**config.mk**
```make
export PLATFORM = sky130hd
export DESIGN_NAME = sfcb_unit
export DESIGN_NICKNAME = d
export VERILOG_FILES = /design/src/rtl/sfcb_pkg.sv /design/src/rtl/sfcb_compare.sv /design/src/rtl/sfcb_branch.sv /design/src/rtl/sfcb_unit.sv
export SDC_FILE = /design/constraint.sdc
export NUM_CORES = 1
export LEC_CHECK = 0
export CORE_MARGIN = 2
export CORE_UTILIZATION = 23
export CTS_CLUSTER_SIZE = 30
export DETAILED_ROUTE_END_ITERATION = 12
export MAX_ROUTING_LAYER = met4
export SLEW_MARGIN = 20
export SYNTH_ARGS = -nofsm -noshare
export SYNTH_HDL_FRONTEND = slang
export SYNTH_SLANG_ARGS = --single-unit
```
**constraint.sdc**
```tcl
create_clock -name clk -period 4.5 [get_ports clk]
set_input_delay 0.9 -clock clk [delete_from_list [all_inputs] [get_ports clk]]
set_output_delay 0.9 -clock clk [all_outputs]
set_load 0.005 [all_outputs]
```
**src/rtl/sfcb_pkg.sv**
```systemverilog
package sfcb_pkg;

    typedef enum logic [3:0] {
        OP_NOP      = 4'd0,
        OP_CMP_A    = 4'd1,
        OP_CMP_X    = 4'd2,
        OP_CMP_Y    = 4'd3,
        OP_BIT_TEST = 4'd4,
        OP_BRANCH   = 4'd5,
        OP_SET_C    = 4'd6,
        OP_CLR_C    = 4'd7,
        OP_SET_D    = 4'd8,
        OP_CLR_D    = 4'd9,
        OP_SET_I    = 4'd10,
        OP_CLR_I    = 4'd11,
        OP_CLR_V    = 4'd12,
        OP_LOAD_NZ  = 4'd13,
        OP_XFER_SP  = 4'd14,
        OP_RSVD     = 4'd15
    } sfcb_op_e;

    typedef enum logic {
        ST_READY  = 1'b0,
        ST_REPORT = 1'b1
    } sfcb_state_e;

    localparam int unsigned STAT_W = 8;
    localparam int unsigned FL_C = 0;
    localparam int unsigned FL_Z = 1;
    localparam int unsigned FL_I = 2;
    localparam int unsigned FL_D = 3;
    localparam int unsigned FL_B = 4;
    localparam int unsigned FL_U = 5;
    localparam int unsigned FL_V = 6;
    localparam int unsigned FL_N = 7;

    // branch opcode flag select (bits 7:6)
    localparam logic [1:0] BSEL_N = 2'b00;
    localparam logic [1:0] BSEL_V = 2'b01;
    localparam logic [1:0] BSEL_C = 2'b10;
    localparam logic [1:0] BSEL_Z = 2'b11;
    localparam logic [4:0] BR_LOW_PATTERN = 5'b10000;

endpackage

```
**src/rtl/sfcb_compare.sv**
```systemverilog
module sfcb_compare #(
    parameter int unsigned DATA_W = 8
) (
    input  logic [1:0]        reg_sel_i,   // 0:A 1:X 2:Y
    input  logic [DATA_W-1:0] a_i,
    input  logic [DATA_W-1:0] x_i,
    input  logic [DATA_W-1:0] y_i,
    input  logic [DATA_W-1:0] operand_i,
    output logic              cmp_n_o,
    output logic              cmp_z_o,
    output logic              cmp_c_o,
    output logic              bt_n_o,
    output logic              bt_v_o,
    output logic              bt_z_o
);
    localparam int unsigned MSB = DATA_W - 1;

    logic [DATA_W-1:0] lhs;
    logic [DATA_W-1:0] diff;

    always_comb begin
        unique case (reg_sel_i)
            2'd1:    lhs = x_i;
            2'd2:    lhs = y_i;
            default: lhs = a_i;
        endcase
    end

    assign diff    = lhs - operand_i;
    assign cmp_c_o = (lhs >= operand_i);
    assign cmp_z_o = (diff == '0);
    assign cmp_n_o = diff[MSB];

    assign bt_n_o  = operand_i[MSB];
    assign bt_v_o  = operand_i[MSB-1];
    assign bt_z_o  = ((a_i & operand_i) == '0);

endmodule

```
**src/rtl/sfcb_branch.sv**
```systemverilog
module sfcb_branch #(
    parameter int unsigned DATA_W = 8,
    parameter int unsigned PC_W   = 16
) (
    input  logic [7:0]        opcode_i,
    input  logic              flag_n_i,
    input  logic              flag_v_i,
    input  logic              flag_c_i,
    input  logic              flag_z_i,
    input  logic [DATA_W-1:0] offset_i,
    input  logic [PC_W-1:0]   next_pc_i,
    output logic              taken_o,
    output logic [PC_W-1:0]   target_o
);
    import sfcb_pkg::*;

    localparam int unsigned EXT_W = PC_W - DATA_W;

    logic            sel_flag;
    logic            well_formed;
    logic [PC_W-1:0] offset_ext;

    always_comb begin
        unique case (opcode_i[7:6])
            BSEL_N:  sel_flag = flag_n_i;
            BSEL_V:  sel_flag = flag_v_i;
            BSEL_C:  sel_flag = flag_c_i;
            default: sel_flag = flag_z_i;
        endcase
    end

    assign well_formed = (opcode_i[4:0] == BR_LOW_PATTERN);
    assign taken_o     = well_formed && (sel_flag == opcode_i[5]);
    assign offset_ext  = {{EXT_W{offset_i[DATA_W-1]}}, offset_i};
    assign target_o    = taken_o ? (next_pc_i + offset_ext) : next_pc_i;

endmodule

```
**src/rtl/sfcb_unit.sv**
```systemverilog
module sfcb_unit #(
    parameter int unsigned DATA_W       = 8,
    parameter int unsigned PC_W         = 16,
    parameter logic [7:0]  RESET_STATUS = 8'h34
) (
    input  logic              clk,
    input  logic              rst_n,
    input  logic              op_valid_i,
    input  logic [3:0]        op_sel_i,
    input  logic [7:0]        opcode_i,
    input  logic [DATA_W-1:0] a_i,
    input  logic [DATA_W-1:0] x_i,
    input  logic [DATA_W-1:0] y_i,
    input  logic [DATA_W-1:0] operand_i,
    input  logic [PC_W-1:0]   next_pc_i,
    output logic [7:0]        status_o,
    output logic              br_valid_o,
    output logic              br_taken_o,
    output logic [PC_W-1:0]   br_target_o
);
    import sfcb_pkg::*;

    localparam int unsigned MSB = DATA_W - 1;

    sfcb_op_e    op;
    sfcb_state_e state_q, state_d;
    logic [7:0]  status_q, status_d;
    logic [1:0]  reg_sel;
    logic        cmp_n, cmp_z, cmp_c, bt_n, bt_v, bt_z;
    logic        br_taken;
    logic [PC_W-1:0] br_target;
    logic        br_accept;

    assign op = sfcb_op_e'(op_sel_i);

    always_comb begin
        unique case (op)
            OP_CMP_X: reg_sel = 2'd1;
            OP_CMP_Y: reg_sel = 2'd2;
            default:  reg_sel = 2'd0;
        endcase
    end

    sfcb_compare #(.DATA_W(DATA_W)) u_compare (
        .reg_sel_i (reg_sel),
        .a_i       (a_i),
        .x_i       (x_i),
        .y_i       (y_i),
        .operand_i (operand_i),
        .cmp_n_o   (cmp_n),
        .cmp_z_o   (cmp_z),
        .cmp_c_o   (cmp_c),
        .bt_n_o    (bt_n),
        .bt_v_o    (bt_v),
        .bt_z_o    (bt_z)
    );

    sfcb_branch #(.DATA_W(DATA_W), .PC_W(PC_W)) u_branch (
        .opcode_i  (opcode_i),
        .flag_n_i  (status_q[FL_N]),
        .flag_v_i  (status_q[FL_V]),
        .flag_c_i  (status_q[FL_C]),
        .flag_z_i  (status_q[FL_Z]),
        .offset_i  (operand_i),
        .next_pc_i (next_pc_i),
        .taken_o   (br_taken),
        .target_o  (br_target)
    );

    // next status word
    always_comb begin
        status_d = status_q;
        if (op_valid_i) begin
            unique case (op)
                OP_CMP_A, OP_CMP_X, OP_CMP_Y: begin
                    status_d[FL_N] = cmp_n;
                    status_d[FL_Z] = cmp_z;
                    status_d[FL_C] = cmp_c;
                end
                OP_BIT_TEST: begin
                    status_d[FL_N] = bt_n;
                    status_d[FL_V] = bt_v;
                    status_d[FL_Z] = bt_z;
                end
                OP_SET_C:   status_d[FL_C] = 1'b1;
                OP_CLR_C:   status_d[FL_C] = 1'b0;
                OP_SET_D:   status_d[FL_D] = 1'b1;
                OP_CLR_D:   status_d[FL_D] = 1'b0;
                OP_SET_I:   status_d[FL_I] = 1'b1;
                OP_CLR_I:   status_d[FL_I] = 1'b0;
                OP_CLR_V:   status_d[FL_V] = 1'b0;
                OP_LOAD_NZ: begin
                    status_d[FL_N] = operand_i[MSB];
                    status_d[FL_Z] = (operand_i == '0);
                end
                OP_NOP, OP_BRANCH, OP_XFER_SP, OP_RSVD: status_d = status_q;
                default:    status_d = status_q;
            endcase
        end
        status_d[FL_U] = 1'b1;
    end

    // state transitions: BR_ACCEPT -> ST_REPORT, BR_DONE -> ST_READY
    assign br_accept = op_valid_i && (op == OP_BRANCH);

    always_comb begin
        unique case (state_q)
            ST_READY:  state_d = br_accept ? ST_REPORT : ST_READY;
            ST_REPORT: state_d = br_accept ? ST_REPORT : ST_READY;
            default:   state_d = ST_READY;
        endcase
    end

    // state register
    always_ff @(posedge clk) begin
        if (!rst_n) state_q <= ST_READY;
        else        state_q <= state_d;
    end

    // output registers
    always_ff @(posedge clk) begin
        if (!rst_n) begin
            status_q    <= RESET_STATUS | 8'h20;
            br_taken_o  <= 1'b0;
            br_target_o <= '0;
        end else begin
            status_q <= status_d;
            if (br_accept) begin
                br_taken_o  <= br_taken;
                br_target_o <= br_target;
            end
        end
    end

    assign status_o   = status_q;
    assign br_valid_o = (state_q == ST_REPORT);

endmodule

```
# [After elaboration in Yosys (flattened, before gate mapping)]
# Cells that the tools add are included.
[totals] regBits=25 latch_bits=0 mem_bits_rw=0 mem_bits_ro=0 inputBits=63 output_inout_bits=26 word_cells=64 memories=0
[classes] addsub=2 mul=0 div=0 n_lt_le_gt_ge=1 eq_ne=19 shift=0 mux=11 bitwise=1 n_reduce_logical=20
[op_table] operator="$eq 4x4->1 const B" count=6
[op_table] operator="$logic_not 8->1" count=3
[op_table] operator="$add 16x16->16" count=1
[op_table] operator="$eq 4x3->1 const B" count=4
[op_table] operator="$mux 16" count=1
[op_table] operator="$pmux 8 s2" count=1
[op_table] operator="$reduce_and 2->1" count=6
[op_table] operator="$pmux 1 s3" count=3
[op_table] operator="$and 8x8->8" count=1
[op_table] operator="$eq 4x2->1 const B" count=2
[op_table] operator="$ge 8x8->1" count=1
[op_table] operator="$pmux 1 s2" count=4
[op_table] operator="$reduce_bool 2->1" count=4
[op_table] operator="$sub 8x8->8" count=1
[op_table] operator="$reduce_bool 3->1" count=2
[op_table] operator="$eq 5x5->1 const B" count=1
[op_table] operator="$eq 2x1->1 const B" count=2
[op_table] operator="$eq 2x2->1 const B" count=2
[op_table] operator="$eq 4x1->1 const B" count=1
[op_table] operator="$pmux 2 s2" count=1
[op_table] operator="$reduce_or 3->1" count=1
[op_table] operator="$logic_and 1x1->1" count=2
[op_table] operator="$logic_not 2->1" count=1
[op_table] operator="$reduce_or 2->1" count=1
[op_table] operator="other kinds (2)" count=2

# [Longest topological paths before layout]
# Gate-level depths: netlist (run 1).
[depth] depth_word=7 mapped_depth=19 ltp_nobuf=17

# [Cells and area by module]
# A second synthesis (run 1) with hierarchy kept.
[unflattened] hier_cells=338 hier_area_um2=2635.0
[by_module_without_submodules] module="sfcb_unit" instances=1 cells_per_inst=133 area_per_inst_um2=1157.4 seq_area_each_um2=480.5
[by_module_without_submodules] module="sfcb_branch" instances=1 cells_per_inst=116 area_per_inst_um2=842.1 seq_area_each_um2=0.0
[by_module_without_submodules] module="sfcb_compare" instances=1 cells_per_inst=89 area_per_inst_um2=635.6 seq_area_each_um2=0.0

# [Worst setup path before layout (run 1)]
# Ideal clock, no wire load.
[synth_path] path_type="input to register" start="in op_sel_i[1]" end="reg status_q[1] (netlist: status_o[1])" setup_time_ns=0.121 t_arrival_ns=3.411 required_time_ns=4.379 setup_slack_ns=0.968 path_stages=15 n_path_buf=2 cell_sequence="clkbuf_1 nand2_1 nor2_1 nand2_1 ha_1 clkbuf_1 o21ai_0 ha_1 nor2b_1 o21a_1 o21ai_1 a211oi_1 o21bai_1 a21oi_1 o22ai_1"
[synth_between] elab_chain_cells=7 word_cells_on_any_way=15 cone_classes="1 x add/sub; 7 x eq/ne; 3 x mux; 4 x reduce/logical"
[synth_lines] element="start, declared" line="sfcb_unit.sv:9" rtl="input logic [3:0] op_sel_i,"
[synth_lines] element="$eq 4x2->1" line="sfcb_unit.sv:37, sfcb_unit.sv:74"
[synth_lines] element="$pmux 2 s2" line="sfcb_unit.sv:37" rtl="unique case (op)"
[synth_lines] element="$eq 2x2->1 or $eq 2x1->1 (tied branches)" line="sfcb_compare.sv:22" rtl="unique case (reg_sel_i)"
[synth_lines] element="$pmux 8 s2" line="sfcb_compare.sv:22"
[synth_lines] element="$sub 8x8->8" line="sfcb_compare.sv:29" rtl="assign diff = lhs - operand_i;"
[synth_lines] element="$logic_not 8->1" line="sfcb_compare.sv:31" rtl="assign cmp_z_o = (diff == '0);"
[synth_lines] element="$pmux 1 s3" line="sfcb_unit.sv:74" rtl="unique case (op)"
[synth_lines] element="end signal, assigned" line="sfcb_unit.sv:123" rtl="status_q <= RESET_STATUS | 8'h20;"
[synth_lines] element="end signal, assigned" line="sfcb_unit.sv:127" rtl="status_q <= status_d;"
[synth_lines] element="end, declared" line="sfcb_unit.sv:27" rtl="logic [7:0] status_q, status_d;"
# Several ways; a longest one is shown, not always the timed one.
# A chain may end at the register's enable or synchronous reset.

# [Final worst setup path (run 1)]
[layout_path] start="in op_sel_i[2]" end="reg status_q[1] (netlist: status_o[1])"
# The elaborated chain is that of the path after synthesis.

==> qor.txt, run 1 <==
met3 WL post-DR - 418 um
FF+latch count, synth - 24
skew final - 0.0137 ns
clock root buffer master - clkbuf_8
worst-skew pair later-pin latency - 0.27 ns
CTS Buf Count - 3
register clock-pin slew on the reported worst setup and hold paths - 0.10 ns
die width - 108 um
# rows - 37
hpwl dp - 6670 um
Tmin final - 3.96 ns
port bufs - 86
async set or reset register ratio after synthesis - 0%
mapped cell area - 0.00247 mm2
initial antenna violation count - 0
fin crit share - 88.0%
Sum Neg Setup Slack - 0 ns
top layer in use - met3
Routed Antenna Nets - 0
total I/O pin count - 89
number of clock sinks - 24
Initial Util - 23.8%
Avg Cell Area, Syn - 7.56 um2
max_slew headroom - 35.7%
CTS H-tree depth - 1
Layout area overhead - 40.9%
initial drt markers - 116
CP Launch Type - primary input
Slew @ Worst Pin - 0.963 ns
layout cells sized above 1 - 4.51%
Layout Cells excl Fill - 535
first-pass GRT wire length - 12800 um
worst path required time - 4.64 ns
Peak VDD IR - 0.113 mV
core box area - 0.0104 mm2
worst hold slack - 0.468 ns
filler cell count - 1122
Seq/Total Area, Yosys - 19.4%
GRT Util Overall - 14.0%
count of different cell masters after synthesis - 55
Max clock buf depth - 2
HP Class - reg -> reg
number of synthesized flops with an enable pin - 0
Leakage - 1.40 nW
pre-CTS WS - 0.298 ns
Final Slew Violations - 0
die area - 0.0116 mm2
via count - 2651
total grt overflow - 0
most frequent cells in the layout - 86 x clkdlybuf4s50_1, 30 x nand2_1, 25 x nor2_1, 25 x ha_1, 24 x dfxtp_1
routed wire length - 7930 um
ANT cells - 0
Met2 Routed Length - 3940 um
Ys Warns - 0
placed cell count - 531
commonest non-fill, non-tap cell in the layout - clkdlybuf4s50_1
outcome - finished clean
fmax - 253 MHz
Final nets - 489
CP arrival - 4.10 ns
number of max-cap violations - 0
CP endpoint kind - flop
Main synth FF type - dfxtp_1
Pwr Density - 196 mW/mm2
crit-path max FO - 8
WL per Instance - 14.8 um
DRC Markers - 0
number of global-route vias before repair - 2591
final setup violating endpoints - 0
final setup margin - 0.541 ns
final hold violation count - 0
routability cong. - 0.902
CTS tree - built
RSZ-0062 raised after global routing - no
first drt pass iteration count - 4
WL met1 - 3580 um
Die Y - 108 um
post-CTS sizing - 0
Worst Path Class, Setup - in -> reg
hold buffers post-CTS - 0
Setup Buffers After CTS - 0
pin count of the biggest net entering global routing - 31
Syn Inst Count - 327
Avg Vias per Cell - 4.96
critical path, cell delays in order:
cell and delay, ns:
clkdlybuf4s50_1 0.53, inv_1 0.16, nand2_1 0.08, nor3_1 0.23, inv_1 0.08, ha_1 0.30, a22oi_1 0.19, o21ai_0 0.11
ha_1 0.33, nor2b_1 0.16, o21a_1 0.16, o21ai_1 0.26, a211oi_1 0.17, o21bai_1 0.18, a21oi_1 0.16, o22ai_1 0.09
Yosys cell counts, drive strengths merged (4+ instances only):
cell / number / area (um2)
o211ai: 6 / 45.0
nand2b: 5 / 31.3
a21oi: 25 / 133
xnor2: 6 / 60.1
o21ai: 27 / 135
a211oi: 8 / 65.1
dfxtp: 24 / 480
o211a: 4 / 40.0
ha: 25 / 313
clkbuf: 10 / 37.5
nand4: 6 / 37.5
nand3: 12 / 60.1
a22oi: 13 / 97.6
buf: 12 / 80.1
nor3: 11 / 55.1
nor2: 26 / 100
inv: 16 / 60.1
nand2: 30 / 113
a21o: 5 / 37.5
xor2: 11 / 96.3
registers in the layout, summed over array words and instances (netlist names):
signal,flops
status_o,6
br_valid_o,1
br_target_o,16
br_taken_o,1
metal layers:
layer / vias to the layer above / global-route usage (%)
met5: - / -
met1: 1233 / 17.6
li1: 1345 / -
met2: 73 / 24.8
met4: 0 / 0.733
met3: 0 / 2.42
path summary, 6_finish.rpt:
path | startpoint | to | slack, ns | depth (start not counted)
worst min register to register | br_target_o[8]$_SDFFE_PN0P_ | br_target_o[8]$_SDFFE_PN0P_ | 0.47 | 2
worst max-delay path | op_sel_i[2] | status_o[1]$_SDFFE_PN0P_ | 0.54 | 16
worst min-delay path | br_target_o[8]$_SDFFE_PN0P_ | br_target_o[8]$_SDFFE_PN0P_ | 0.47 | 2
worst max register to register | status_o[1]$_SDFFE_PN0P_ | br_target_o[3]$_SDFFE_PN0P_ | 2.10 | 6
cell type report:
cell class / count / area, um2 / area share [%]
Sequential cell: 24 / 480 / 13.8
Timing Repair Buffer: 89 / 883 / 25.4
Inverter: 16 / 60.1 / 1.72
Clock buffer: 3 / 41.3 / 1.19
Clock inverter: 1 / 30.0 / 0.862
Tap cell: 136 / 170 / 4.89
Multi-Input combinational cell: 266 / 1820 / 52.2
cell families after synthesis:
logic type | synth area share [%]
AOI/OAI and AO/OA | 31.1
muxes | 2.13
DFF | 19.4
adders and majority gates | 13.5
other | 0.152
and+or+nand+nor | 20.2
buffers and inverters | 7.19
xor gates and xnor gates | 6.33
per-stage QoR:
stage	utilization [%]	power, mW	cell area (um2)
global route	33.6	0.726	3480
finish	33.6	0.682	3480
global placement	32.9	0.490	3410
CTS	33.6	0.687	3480
floorplan	-	0.390	2480
detailed placement	32.9	0.495	3410
power by group:
group	total, mW	leakage, nW	switching, mW	internal, mW
clock	0.192	0.0357	0.0726	0.119
sequential	0.219	0.194	0.00285	0.217
combinational	0.271	1.17	0.134	0.137
total	0.682	1.40	0.209	0.473
No activity file was read; power rests on OpenSTA's default activity.
==> run 2: changes to the inputs <==
Settings changed: PLACE_DENSITY_LB_ADDON set to 0.08.
==> qor.txt, run 2 (synthesis results as in run 1) <==
outcome - finished clean
Top reg by flops - br_target_o
Setup Buffers After CTS - 0 (unchanged)
number of clock sinks - 24 (unchanged)
final setup violating endpoints - 0 (unchanged)
CTS tree - built
number of max-cap violations - 0 (unchanged)
post-CTS sizing - 0 (unchanged)
Worst Setup SP - op_sel_i[2]
most frequent cells in the layout - 86 x clkdlybuf4s50_1, 30 x nand2_1, 25 x nor2_1, 25 x ha_1, 24 x dfxtp_1
Tmin final - 3.93 ns (-0.0239 ns)
max reg flops - 16 (unchanged)
layout cells sized above 1 - 4.75% (+0.24 points)
number of global-route vias before repair - 2616 (+0.96%)
CP endpoint - status_o[1]$_SDFFE_PN0P_
total I/O pin count - 89 (unchanged)
fin crit share - 87.4% (-0.53 points)
CTS H-tree depth - 1 (unchanged)
Crit path buffers/inverters - 3 (unchanged)
RSZ-0062 raised after global routing - no
HP Class - reg -> reg
hold buffers post-CTS - 0 (unchanged)
worst r2r dst - br_target_o[5]$_SDFFE_PN0P_
Leakage - 1.41 nW (+0.30%)
Routed Antenna Nets - 0 (unchanged)
first drt pass iteration count - 5 (+1)
Final Slew Violations - 0 (unchanged)
skew final - 0.0162 ns (+0.00250 ns)
final hold violation count - 0 (unchanged)
total grt overflow - 0 (unchanged)
hpwl dp - 6710 um (+0.54%)
pin count of the biggest net entering global routing - 18 (-42%)
max_slew headroom - 47.0% (+11 points)
WL per Instance - 15.4 um (+3.7%)
initial drt markers - 65 (-44%)
via count - 2614 (-1.4%)
CP arrival - 4.07 ns (-0.03 ns)
initial antenna violation count - 0 (unchanged)
DRC Markers - 0 (unchanged)
Layout area overhead - 41.2%
slowest cell on the critical path - clkdlybuf4s50_1
critical path depth - 16 (unchanged)
Final nets - 490 (+0.20%)
Worst Path Class, Setup - in -> reg
die width - 108 um (unchanged)
Max clock buf depth - 2 (unchanged)
Avg Vias per Cell - 4.88 (-1.6%)
port bufs - 86 (unchanged)
commonest non-fill, non-tap cell in the layout - clkdlybuf4s50_1
GRT Util Overall - 14.8% (+0.79 points)
CTS Buf Count - 3 (unchanged)
Pwr Density - 197 mW/mm2 (+0.84%)
Sum Neg Setup Slack - 0 ns (unchanged)
CP Launch Type - primary input
critical path, cell by cell - clkdlybuf4s50_1 > inv_1 > nand2_1 > nor3_1 > inv_1 > ha_1 > a22oi_1 > o21ai_0 > ha_1 > nor2b_1 > o21a_1 > o21ai_1 > a211oi_1 > o21bai_1 > a21oi_1 > o22ai_1
design area - 0.00349 mm2 (+0.22%)
worst path required time - 4.64 ns (about the same)
crit-path max FO - 8 (unchanged)
RR Startpoint - status_o[1]$_SDFFE_PN0P_
first-pass GRT wire length - 13200 um (+3.5%)
FF-to-FF setup slack - 2.31 ns (+0.21 ns)
routability cong. - 0.858 (-4.9%)
# rows - 37 (unchanged)
ANT cells - 0 (unchanged)
crit-path max cell delay - 0.53 ns (about the same)
CP endpoint kind - flop
fmax - 254 MHz (+0.61%)
register clock-pin slew on the reported worst setup and hold paths - 0.10 ns (about the same)
clock root buffer master - clkbuf_8
R2R depth - 8 (+2)
Peak VDD IR - 0.0952 mV (-16%)
worst-skew pair later-pin latency - 0.28 ns (about the same)
Die Y - 108 um (unchanged)
die area - 0.0116 mm2 (unchanged)
routed wire length - 8240 um (+3.8%)
core box area - 0.0104 mm2 (unchanged)
Slew @ Worst Pin - 0.793 ns (-0.170 ns)
Initial Util - 23.8% (unchanged)
CP delay by family, top - compound AO/OA/AOI/OAI gates
Placed Area - 0.00342 mm2 (+0.22%)
run 2: cell types whose count changed in the layout (fill, tap and decap cells not counted):
cell	before	now
buf_4	3	4
run 2: tightest hold or removal path: cells and delay by family (launching register included):
kind	cells	cell delay, ns
and+or+nand+nor	1	0.06
AOI/OAI and AO/OA	1	0.05
DFF	1	0.33
run 2: how the worst min path moves through the flow:
stage	depth (start not counted)	from	to
finish	2	br_target_o[8]$_SDFFE_PN0P_	br_target_o[8]$_SDFFE_PN0P_
global route	2	br_target_o[8]$_SDFFE_PN0P_	br_target_o[8]$_SDFFE_PN0P_
CTS	2	br_target_o[8]$_SDFFE_PN0P_	br_target_o[8]$_SDFFE_PN0P_
detailed placement	2	br_target_o[8]$_SDFFE_PN0P_	br_target_o[8]$_SDFFE_PN0P_
global placement	2	br_target_o[8]$_SDFFE_PN0P_	br_target_o[8]$_SDFFE_PN0P_
floorplan	2	br_target_o[8]$_SDFFE_PN0P_	br_target_o[8]$_SDFFE_PN0P_
run 2: per-stage QoR:
stage / worst slack (ns) / power, mW / util [%] / instances / hold slack (ns)
5_1_grt: 0.288 / 0.741 / 33.7 / 536 / 0.518
4_1_cts: 0.577 / 0.704 / 33.7 / 536 / 0.476
3_5_place_dp: 0.276 / 0.498 / 33.0 / 532 / 0.459
2_1_floorplan: 0.968 / 0.390 / - / 328 / 0.455
6_report: 0.565 / 0.689 / 33.7 / 536 / 0.475
3_3_place_gp: 0.397 / 0.497 / 33.0 / 532 / 0.455
run 2: final cells by class:
cell class | instances | area, um2
Clock buffer | 3 | 41.3
Clock inverter | 1 | 30.0
Fill cell | 1121 | 6880
Inverter | 16 | 60.1
Multi-Input combinational cell | 266 | 1820
Sequential cell | 24 | 480
Tap cell | 136 | 170
Timing Repair Buffer | 90 | 891
run 2: power by group:
part | switching, mW | internal, mW | leakage (nW)
registers | 0.00278 | 0.217 | 0.194
logic | 0.135 | 0.137 | 1.18
clock network | 0.0781 | 0.119 | 0.0357
total | 0.216 | 0.473 | 1.41
run 2: metal layers:
metal,up-vias,global-route usage (%),share of wire (%)
met5,-,-,0
met4,0,2.66,1.3
met3,8,1.69,2.9
met2,52,25.9,50
met1,1207,18.6,46
li1,1347,-,-
